`src/rtl/sertx_pkg.sv`:
```
package sertx_pkg;
   typedef enum logic [2:0] {
      PAR_NONE  = 3'd0,
      PAR_ODD   = 3'd1,
      PAR_EVEN  = 3'd2,
      PAR_ONE   = 3'd3,
      PAR_ZERO  = 3'd4
   } par_mode_e;

   // stop length in half-bit units for a stop code
   function automatic int stop_halves(input logic [1:0] code);
      case (code)
         2'd0:    return 2;
         2'd1:    return 3;
         default: return 4;
      endcase
   endfunction
endpackage

```
`src/rtl/sertx_baud.sv`:
```
module sertx_baud #(
   parameter int DIV_W = 16
) (
   input  logic             clk,
   input  logic             rst_n,
   input  logic [DIV_W-1:0] half_div,
   output logic             half_stb,
   output logic             full_stb
);
   logic [DIV_W-1:0] cnt;
   logic [DIV_W-1:0] lim_m1;
   logic             phase;

   assign lim_m1   = (half_div > DIV_W'(1)) ? half_div - DIV_W'(1) : '0;
   assign half_stb = (cnt >= lim_m1);
   assign full_stb = half_stb & phase;

   always_ff @(posedge clk or negedge rst_n) begin
      if (!rst_n) begin
         cnt   <= '0;
         phase <= 1'b0;
      end else if (half_stb) begin
         cnt   <= '0;
         phase <= ~phase;
      end else begin
         cnt   <= cnt + DIV_W'(1);
      end
   end
endmodule

```
`src/rtl/sertx_frame_build.sv`:
```
module sertx_frame_build
   import sertx_pkg::*;
#(
   parameter int MIN_LEN   = 5,
   parameter int LEN_W     = 2,
   parameter bit PARITY_EN = 1'b1,
   localparam int DATA_W   = MIN_LEN + (1 << LEN_W) - 1,
   localparam int SR_W     = DATA_W + 2,
   localparam int CNT_W    = $clog2(2 * SR_W + 5)
) (
   input  logic [DATA_W-1:0] data,
   input  logic [LEN_W-1:0]  len_code,
   input  logic [2:0]        par_code,
   input  logic [1:0]        stop_code,
   output logic [SR_W-1:0]   image,
   output logic [CNT_W-1:0]  halves
);
   int                nbits;
   logic [DATA_W-1:0] masked;
   logic              par_on;
   logic              par_bit;

   always_comb begin
      nbits  = MIN_LEN + int'(len_code);
      masked = '0;
      for (int i = 0; i < DATA_W; i++)
         if (i < nbits) masked[i] = data[i];
   end

   generate
      if (PARITY_EN) begin : g_par
         always_comb begin
            par_on  = 1'b1;
            par_bit = 1'b0;
            case (par_mode_e'(par_code))
               PAR_ODD:  par_bit = ~(^masked);
               PAR_EVEN: par_bit = ^masked;
               PAR_ONE:  par_bit = 1'b1;
               PAR_ZERO: par_bit = 1'b0;
               default:  par_on  = 1'b0;
            endcase
         end
      end else begin : g_nopar
         assign par_on  = 1'b0;
         assign par_bit = 1'b0;
      end
   endgenerate

   always_comb begin
      image    = '1;
      image[0] = 1'b0;
      for (int j = 1; j < SR_W; j++) begin
         if (j <= nbits)                 image[j] = masked[j-1];
         else if (par_on && j == nbits+1) image[j] = par_bit;
      end
      halves = CNT_W'(2 * (1 + nbits + int'(par_on)) + stop_halves(stop_code));
   end
endmodule

```
`src/rtl/sertx_shifter.sv`:
```
module sertx_shifter #(
   parameter int SR_W  = 10,
   parameter int CNT_W = 5
) (
   input  logic             clk,
   input  logic             rst_n,
   input  logic             load,
   input  logic [SR_W-1:0]  image,
   input  logic [CNT_W-1:0] halves,
   input  logic             half_stb,
   input  logic             full_stb,
   output logic             txd,
   output logic             busy,
   output logic             last_half
);
   logic [SR_W-1:0]  sr;
   logic [CNT_W-1:0] remain;

   always_ff @(posedge clk or negedge rst_n) begin
      if (!rst_n) begin
         sr     <= '1;
         remain <= '0;
      end else if (load) begin
         sr     <= image;
         remain <= halves;
      end else begin
         if (half_stb && remain != '0) remain <= remain - CNT_W'(1);
         if (full_stb && remain != '0) sr <= {1'b1, sr[SR_W-1:1]};
      end
   end

   assign txd       = sr[0];
   assign busy      = (remain != '0);
   assign last_half = (remain == CNT_W'(1));
endmodule

```
`src/rtl/sertx_top.sv`:
```
module sertx_top #(
   parameter int DIV_W     = 16,
   parameter int MIN_LEN   = 5,
   parameter int LEN_W     = 2,
   parameter bit PARITY_EN = 1'b1,
   localparam int DATA_W   = MIN_LEN + (1 << LEN_W) - 1,
   localparam int SR_W     = DATA_W + 2,
   localparam int CNT_W    = $clog2(2 * SR_W + 5)
) (
   input  logic              clk,
   input  logic              rst_n,
   input  logic [DIV_W-1:0]  half_div,
   input  logic [LEN_W-1:0]  fmt_len,
   input  logic [2:0]        fmt_par,
   input  logic [1:0]        fmt_stop,
   input  logic [DATA_W-1:0] in_data,
   input  logic              in_valid,
   output logic              in_ready,
   output logic              txd,
   output logic              busy
);
   generate
      if (DIV_W < 1)   begin : g_bad_div $error("DIV_W must be at least 1"); end
      if (MIN_LEN < 1) begin : g_bad_min $error("MIN_LEN must be at least 1"); end
      if (LEN_W < 1)   begin : g_bad_len $error("LEN_W must be at least 1"); end
   endgenerate

   logic             half_stb;
   logic             full_stb;
   logic             last_half;
   logic             accept;
   logic [SR_W-1:0]  image;
   logic [CNT_W-1:0] halves;

   sertx_baud #(.DIV_W(DIV_W)) u_baud (
      .clk      (clk),
      .rst_n    (rst_n),
      .half_div (half_div),
      .half_stb (half_stb),
      .full_stb (full_stb)
   );

   sertx_frame_build #(
      .MIN_LEN   (MIN_LEN),
      .LEN_W     (LEN_W),
      .PARITY_EN (PARITY_EN)
   ) u_build (
      .data      (in_data),
      .len_code  (fmt_len),
      .par_code  (fmt_par),
      .stop_code (fmt_stop),
      .image     (image),
      .halves    (halves)
   );

   assign in_ready = full_stb & (~busy | last_half);
   assign accept   = in_valid & in_ready;

   sertx_shifter #(.SR_W(SR_W), .CNT_W(CNT_W)) u_shift (
      .clk       (clk),
      .rst_n     (rst_n),
      .load      (accept),
      .image     (image),
      .halves    (halves),
      .half_stb  (half_stb),
      .full_stb  (full_stb),
      .txd       (txd),
      .busy      (busy),
      .last_half (last_half)
   );
endmodule

```
`config.mk`:
```
export PLATFORM = sky130hd
export DESIGN_NAME = sertx_top
export DESIGN_NICKNAME = d
export VERILOG_FILES = /design/src/rtl/sertx_pkg.sv /design/src/rtl/sertx_baud.sv /design/src/rtl/sertx_frame_build.sv /design/src/rtl/sertx_shifter.sv /design/src/rtl/sertx_top.sv
export SDC_FILE = /design/constraint.sdc
export NUM_CORES = 1
export LEC_CHECK = 0
export ABC_AREA = 1
export BUFFER_PORTS_ARGS = -buffer_cell sky130_fd_sc_hd__buf_2
export CORE_ASPECT_RATIO = 1.1
export CORE_UTILIZATION = 50
export CTS_CLUSTER_DIAMETER = 100
export CTS_CLUSTER_SIZE = 10
export DETAILED_ROUTE_END_ITERATION = 8
export PLACE_DENSITY = 0.75
export SYNTH_ARGS = -nofsm -noshare
export SYNTH_HDL_FRONTEND = slang
export SYNTH_HIERARCHICAL = 1
export SYNTH_SLANG_ARGS = --single-unit
```
`constraint.sdc`:
```
create_clock -name clk -period 2.4 [get_ports clk]
set_input_delay 0.24 -clock clk [delete_from_list [all_inputs] [get_ports clk]]
set_output_delay 0.24 -clock clk [all_outputs]
set_load 0.01 [all_outputs]
```
==> results.sh, run 1 <==
export IMPL_worst_setup_path_type="in -> out"
export IMPL_maxCapViolCount=0
export IMPL_ant_nets=0
export IMPL_use_met2=0.4499
export IMPL_fin_crit_ns=2.767
export IMPL_wire_per_inst_um=12.80
export IMPL_status="finished, violations left"
export IMPL_avgSynthCellArea_sq_um=7.048
export IMPL_p_leak_nw=2.372
export IMPL_syn_area_sq_mm=0.003397
export IMPL_drc_errors=0
export IMPL_place_congestion=0.8245
export IMPL_synth_distinct_cells=40
export IMPL_cts_buffers=5
export IMPL_cp_max_fo=4
export IMPL_final_common_cell="nand2_1"
export IMPL_syn2layout_area_growth_pct=35.17
export IMPL_die_area_sq_mm=0.007128
export IMPL_total_power_mw=1.757
export IMPL_slew_violations=0
export IMPL_ios=37
export IMPL_period_share=1.153
export IMPL_fp_row_count=31
export IMPL_slew_headroom=0.5476
export IMPL_async_reset_ff_frac=1.000
export IMPL_holdWs_ns=-0.002918
export IMPL_die_x_um=80.59
export IMPL_multi_input_area_sq_mm=0.002566
export IMPL_violations="negative hold slack, negative setup slack"
export IMPL_pwr_density_cell_mw_per_mm2=382.6
export IMPL_clk_pin_slew_worst_paths_ns=0.06
export IMPL_nFillCells=519
export IMPL_cp_end_kind="output port"
export IMPL_yosysWarnings=6
export IMPL_met1_usage=0.2305
export IMPL_synth_nets=551
export IMPL_num_vias=3319
export IMPL_cp_arrival_ns=2.53
export IMPL_cts_tree="built"
export IMPL_clk_path_buf_depth=2
export IMPL_port_buffers=36
export IMPL_cp_start_kind="input port"
export IMPL_grt_pass1_vias=3152
export IMPL_synth_top_flop_cell="dfrtp_1"
export IMPL_hpwl_um=5697
export IMPL_synth_edf_count=0
export IMPL_final_cell_mix="nand2_1, inv_1, buf_4"
export IMPL_hold_path_class="in -> async"
export IMPL_setup_ws_ns=-0.3675
export IMPL_antenna_found_initial=0
export IMPL_setup_viol=16
export IMPL_grt_pass1_wl_um=12610
export IMPL_yosysSeqAreaShare=0.2394
export IMPL_wirelength_um=8343
export IMPL_vias_per_cell=5.090
export IMPL_finClkSkew_ns=0.004725
export IMPL_grt_busiest_layer="met2"
export IMPL_numClockSinks=32
export IMPL_root_buffer="clkbuf_8"
export IMPL_netlist_instances=482
export IMPL_start_util=0.5152
export IMPL_critPathRequiredTime_ns=2.16
export IMPL_core_sq_mm=0.006594
export IMPL_place_ws_ns=-0.7229
export IMPL_hold_violations=4
export IMPL_tns_ns=-5.056
export IMPL_clk_latency_ns=0.28
export IMPL_grt_util_met3=0.02371
export IMPL_cts_max_level=2
export IMPL_drive_gt1_frac=0.3807
export IMPL_first_pass_iters=4
export IMPL_fmax_mhz=361.3
export IMPL_diodes=0
export IMPL_vdd_drop_max_v=0.0002726
export IMPL_fin_nets=638
export IMPL_ys_ff_latch=32
export IMPL_grt_max_degree=33
export IMPL_register_area_sq_um=813.3
export IMPL_drt_iter0_markers=146
export IMPL_rsz0062_at_grt="true"
export IMPL_max_slew_worst_pin_slew_ns=0.6785
export IMPL_fp_dieH_um=88.45
export IMPL_r2r_cells=14
export IMPL_final_util=0.6964
export IMPL_grt_overflow=0
export IMPL_hold_buffers=0
export IMPL_gr_usage_all_layers=0.2216
[critical path, cell delays in order]
cell and delay (ns):
buf_2 0.13, nor2_2 0.18, nand2_4 0.10, nor2_4 0.19, buf_6 0.14, nand2_2 0.04
xor2_1 0.17, nand2_1 0.12, ha_4 0.29, nand2_4 0.05, o21bai_1 0.14, a21oi_1 0.15
nor2_2 0.09, a21oi_4 0.16, nand2_2 0.09, buf_6 0.12, inv_2 0.04, buf_6 0.09
[per-stage QoR]
stage / instance area [sq um] / cells
after detailed placement: 3958 / 625
after CTS: 4250 / 644
after global routing: 4592 / 652
after global placement: 3958 / 625
final: 4592 / 652
after floorplan: 3493 / 482
[cells by family after synthesis]
family	count (synthesis)	synth area share
compound gates	31	0.05930
xor+xnor	24	0.06188
fa+ha+maj	35	0.1311
buf+inv	79	0.1079
flops	32	0.2394
other cells	1	0.001104
simple gates	280	0.3993
[metal layers]
layer	wire (um)	vias up
met5	0	-
met3	175	22
met2	4653	61
met4	255	0
li1	-	1689
met1	3259	1547
[power by group]
part	internal, mW	total (mW)	switching (mW)
Sequential	0.607	0.701	0.0937
Clock	0.234	0.426	0.192
Combinational	0.267	0.630	0.363
Total	1.11	1.76	0.649
[cell type report]
type,count,area share
multi-input cells,372,0.5589
flip-flops and latches,32,0.1771
repair buffers,93,0.1670
inverters,65,0.05504
well taps,82,0.02234
clock buffers,8,0.01962
[sequential cells by signal, summed over array words and instances, names as in the netlist]
name	cells
u_shift/remain	5
u_baud/phase	1
u_shift/sr	10
u_baud/cnt	16
[cell usage after synthesis (all sizes together) (2+ instances only)]
library cell,count,area share
xor2,20,0.052
o21ai,13,0.022
buf,13,0.035
o211ai,2,0.0074
nand2,156,0.20
dfstp,10,0.077
nor2,60,0.085
nor4,3,0.0099
nand3,44,0.077
o21bai,3,0.0077
inv,65,0.072
dfrtp,22,0.16
ha,34,0.13
a21oi,11,0.017
xnor2,4,0.010
nand4,7,0.015
nor3,8,0.013
[repair_timing]
action                                  CTS  global route
buffers inserted                         10             5
resized for setup                        26            58
pin swaps                                15            29
cloned                                    1             4
endpoints found under the hold margin     0             0
endpoints found under the setup margin   16            33
[final timing paths]
| check | end | from | slack (ns) |
|---|---|---|---|
| min in group clk | u_shift/sr[4] | in_data[3] | 0.20 |
| max | in_ready | half_div[3] | -0.37 |
| max reg2reg | u_shift/sr[2] | u_baud/cnt[11] | 0.20 |
| min | u_baud/cnt[14] | rst_n | -0.003 |
| max in group asynchronous | u_baud/cnt[1] | rst_n | 1.96 |
| min reg2reg | u_shift/sr[6] | u_shift/sr[6] | 0.49 |
Power figures use the tool's default switching activity.
==> run 2: changes to the inputs <==
- HOLD_SLACK_MARGIN: default -> 0.06
- PLACE_DENSITY: 0.75 -> 0.73
- clock period: 2.4 -> 2.7 ns (I/O delays scaled with it)
==> run 2 against run 1 <==
Against the previous run: the run ends with negative setup slack left; clock skew grew 0.0052 ns; worst hold slack gained 0.24 ns; sequential share of layout area increased by 0.46 points; sequential power is 12% lower; largest cell class unchanged; first-iteration DRC count down 31%; critical path type unchanged; flip-flop and latch count stayed put; non-clock buffer count rose by 2; clock power grew 19%.
==> results.sh, run 2 (synthesis results as in run 1) <==
export IMPL_status="finished, violations left"
export IMPL_violations="negative setup slack"
export IMPL_drive_gt1_frac=0.3654
export IMPL_first_pass_iters=4
export IMPL_num_vias=3270
export IMPL_cts_tree="built"
export IMPL_root_buffer="clkbuf_8"
export IMPL_setup_viol=14
export IMPL_reg_largest_list="u_baud/cnt (16), u_shift/sr (10), u_shift/remain (5)"
export IMPL_critPathRequiredTime_ns=2.43
export IMPL_gr_usage_all_layers=0.2180
export IMPL_multi_input_area_sq_mm=0.002480
export IMPL_numClockSinks=32
export IMPL_r2r_start="u_baud/cnt[13]"
export IMPL_drc_errors=0
export IMPL_cp_end_kind="output port"
export IMPL_hp_start="in_data[2]"
export IMPL_final_util=0.6787
export IMPL_vias_per_cell=5.000
export IMPL_grt_pass1_vias=3194
export IMPL_rsz0062_at_grt="true"
export IMPL_cts_buffers=5
export IMPL_p_leak_nw=2.357
export IMPL_fp_dieH_um=88.45
export IMPL_core_sq_mm=0.006594
export IMPL_period_share=1.033
export IMPL_worst_setup_path_type="in -> out"
export IMPL_clk_pin_slew_worst_paths_ns=0.07
export IMPL_grt_pass1_wl_um=12340
export IMPL_nFillCells=526
export IMPL_hold_path_class="in -> reg"
export IMPL_pwr_density_cell_mw_per_mm2=377.0
export IMPL_grt_max_degree=33
export IMPL_clk_path_buf_depth=2
export IMPL_drt_iter0_markers=101
export IMPL_slew_headroom=0.5315
export IMPL_cts_max_level=2
export IMPL_die_area_sq_mm=0.007128
export IMPL_die_x_um=80.59
export IMPL_cp_arrival_ns=2.52
export IMPL_diodes=0
export IMPL_vdd_drop_max_v=0.0002131
export IMPL_final_common_cell="nand2_1"
export IMPL_final_area_sq_mm=0.004476
export IMPL_tns_ns=-0.7130
export IMPL_hold_violations=0
export IMPL_ios=37
export IMPL_register_area_sq_um=813.3
export IMPL_fin_nets=640
export IMPL_maxCapViolCount=0
export IMPL_syn2layout_area_growth_pct=31.75
export IMPL_fin_crit_ns=2.789
export IMPL_placed_area_sq_mm=0.003879
export IMPL_cp_start_kind="input port"
export IMPL_grt_overflow=0
export IMPL_total_power_mw=1.687
export IMPL_antenna_found_initial=0
export IMPL_start_util=0.5152
export IMPL_regMostFlops="u_baud/cnt"
export IMPL_fmax_mhz=358.5
export IMPL_final_cell_mix="nand2_1, inv_1, buf_4"
export IMPL_cp_max_fo=3
export IMPL_wirelength_um=7776
export IMPL_setup_ws_ns=-0.08910
export IMPL_crit_path_start="half_div[5]"
export IMPL_max_slew_worst_pin_slew_ns=0.7027
export IMPL_slew_violations=0
export IMPL_finClkSkew_ns=0.009953
export IMPL_hpwl_um=5579
export IMPL_wire_per_inst_um=11.89
export IMPL_port_buffers=36
export IMPL_fp_row_count=31
export IMPL_place_congestion=0.8268
export IMPL_ant_nets=0
export IMPL_clk_latency_ns=0.29
export IMPL_largest_reg_flops=16
export IMPL_holdWs_ns=0.2328
[run 2: changes by cell type in the layout (fill, tap and decap cells not counted), sizes merged]
cell / change
buf: +4
dlygate4sd3: +1
clkinvlp: -1
inv: +1
bufinv: +1
clkbuf: -4
[run 2: final timing paths]
check | cells after the start | slack (ns) | to
setup / recovery | 18 | -0.09 | in_ready
hold / removal | 3 | 0.23 | u_shift/sr[3]
setup reg to reg | 13 | 0.39 | u_shift/sr[1]
hold reg to reg | 2 | 0.48 | u_shift/sr[9]
max in group asynchronous | 2 | 1.68 | u_baud/cnt[2]
min in group asynchronous | 2 | 0.56 | u_baud/cnt[12]
[run 2: report_power, final]
| group | switching [mW] | total, mW | internal, mW |
|---|---|---|---|
| combinational | 0.327 | 0.567 | 0.240 |
| sequential | 0.0746 | 0.614 | 0.540 |
| clock | 0.181 | 0.506 | 0.326 |
[run 2: layer usage]
metal	vias to the layer above	share of wire	routed length, um	GRT usage
met5	-	0	0	0
met4	0	0.035	274	0.09091
met3	23	0.023	179	0.02062
met2	63	0.55	4311	0.4584
met1	1498	0.39	3010	0.2106
li1	1686	-	-	-
[run 2: layout make-up]
| cell class | count | area share |
|---|---|---|
| clock inverter | 1 | 0.006710 |
| inverter | 65 | 0.05619 |
| sequential | 32 | 0.1817 |
| clock buffer | 7 | 0.02153 |
| timing repair buffer | 95 | 0.1568 |
| multi-input combinational | 372 | 0.5541 |
| tap | 82 | 0.02292 |
[run 2: critical path: stages]
cell     delay, ns
buf_2         0.12
nor2_2        0.14
nand2_2       0.09
nor2_4        0.13
nand2_4       0.09
nor2_4        0.13
nand2_2       0.05
xor2_1        0.14
nand2_1       0.11
ha_4          0.28
nand4_1       0.11
nor3_2        0.26
nand2_4       0.08
a21oi_4       0.16
nand2_2       0.08
buf_4         0.14
inv_2         0.05
buf_6         0.09
[run 2: stage by stage]
step,worst slack (ns),cells
floorplan,0.0009366,482
global placement,-0.2743,625
detailed placement,-0.3446,625
CTS,0.006226,643
global route,-0.2247,654
finish,-0.08910,654
[run 2: repair_timing]
item                                    CTS  global route
gates resized for setup                  23            56
hold endpoints to repair                 22             0
hold buffers                              1             0
pin swaps                                18            35
gates cloned                              1             1
buffers inserted                          8            10
endpoints found under the setup margin   10            16
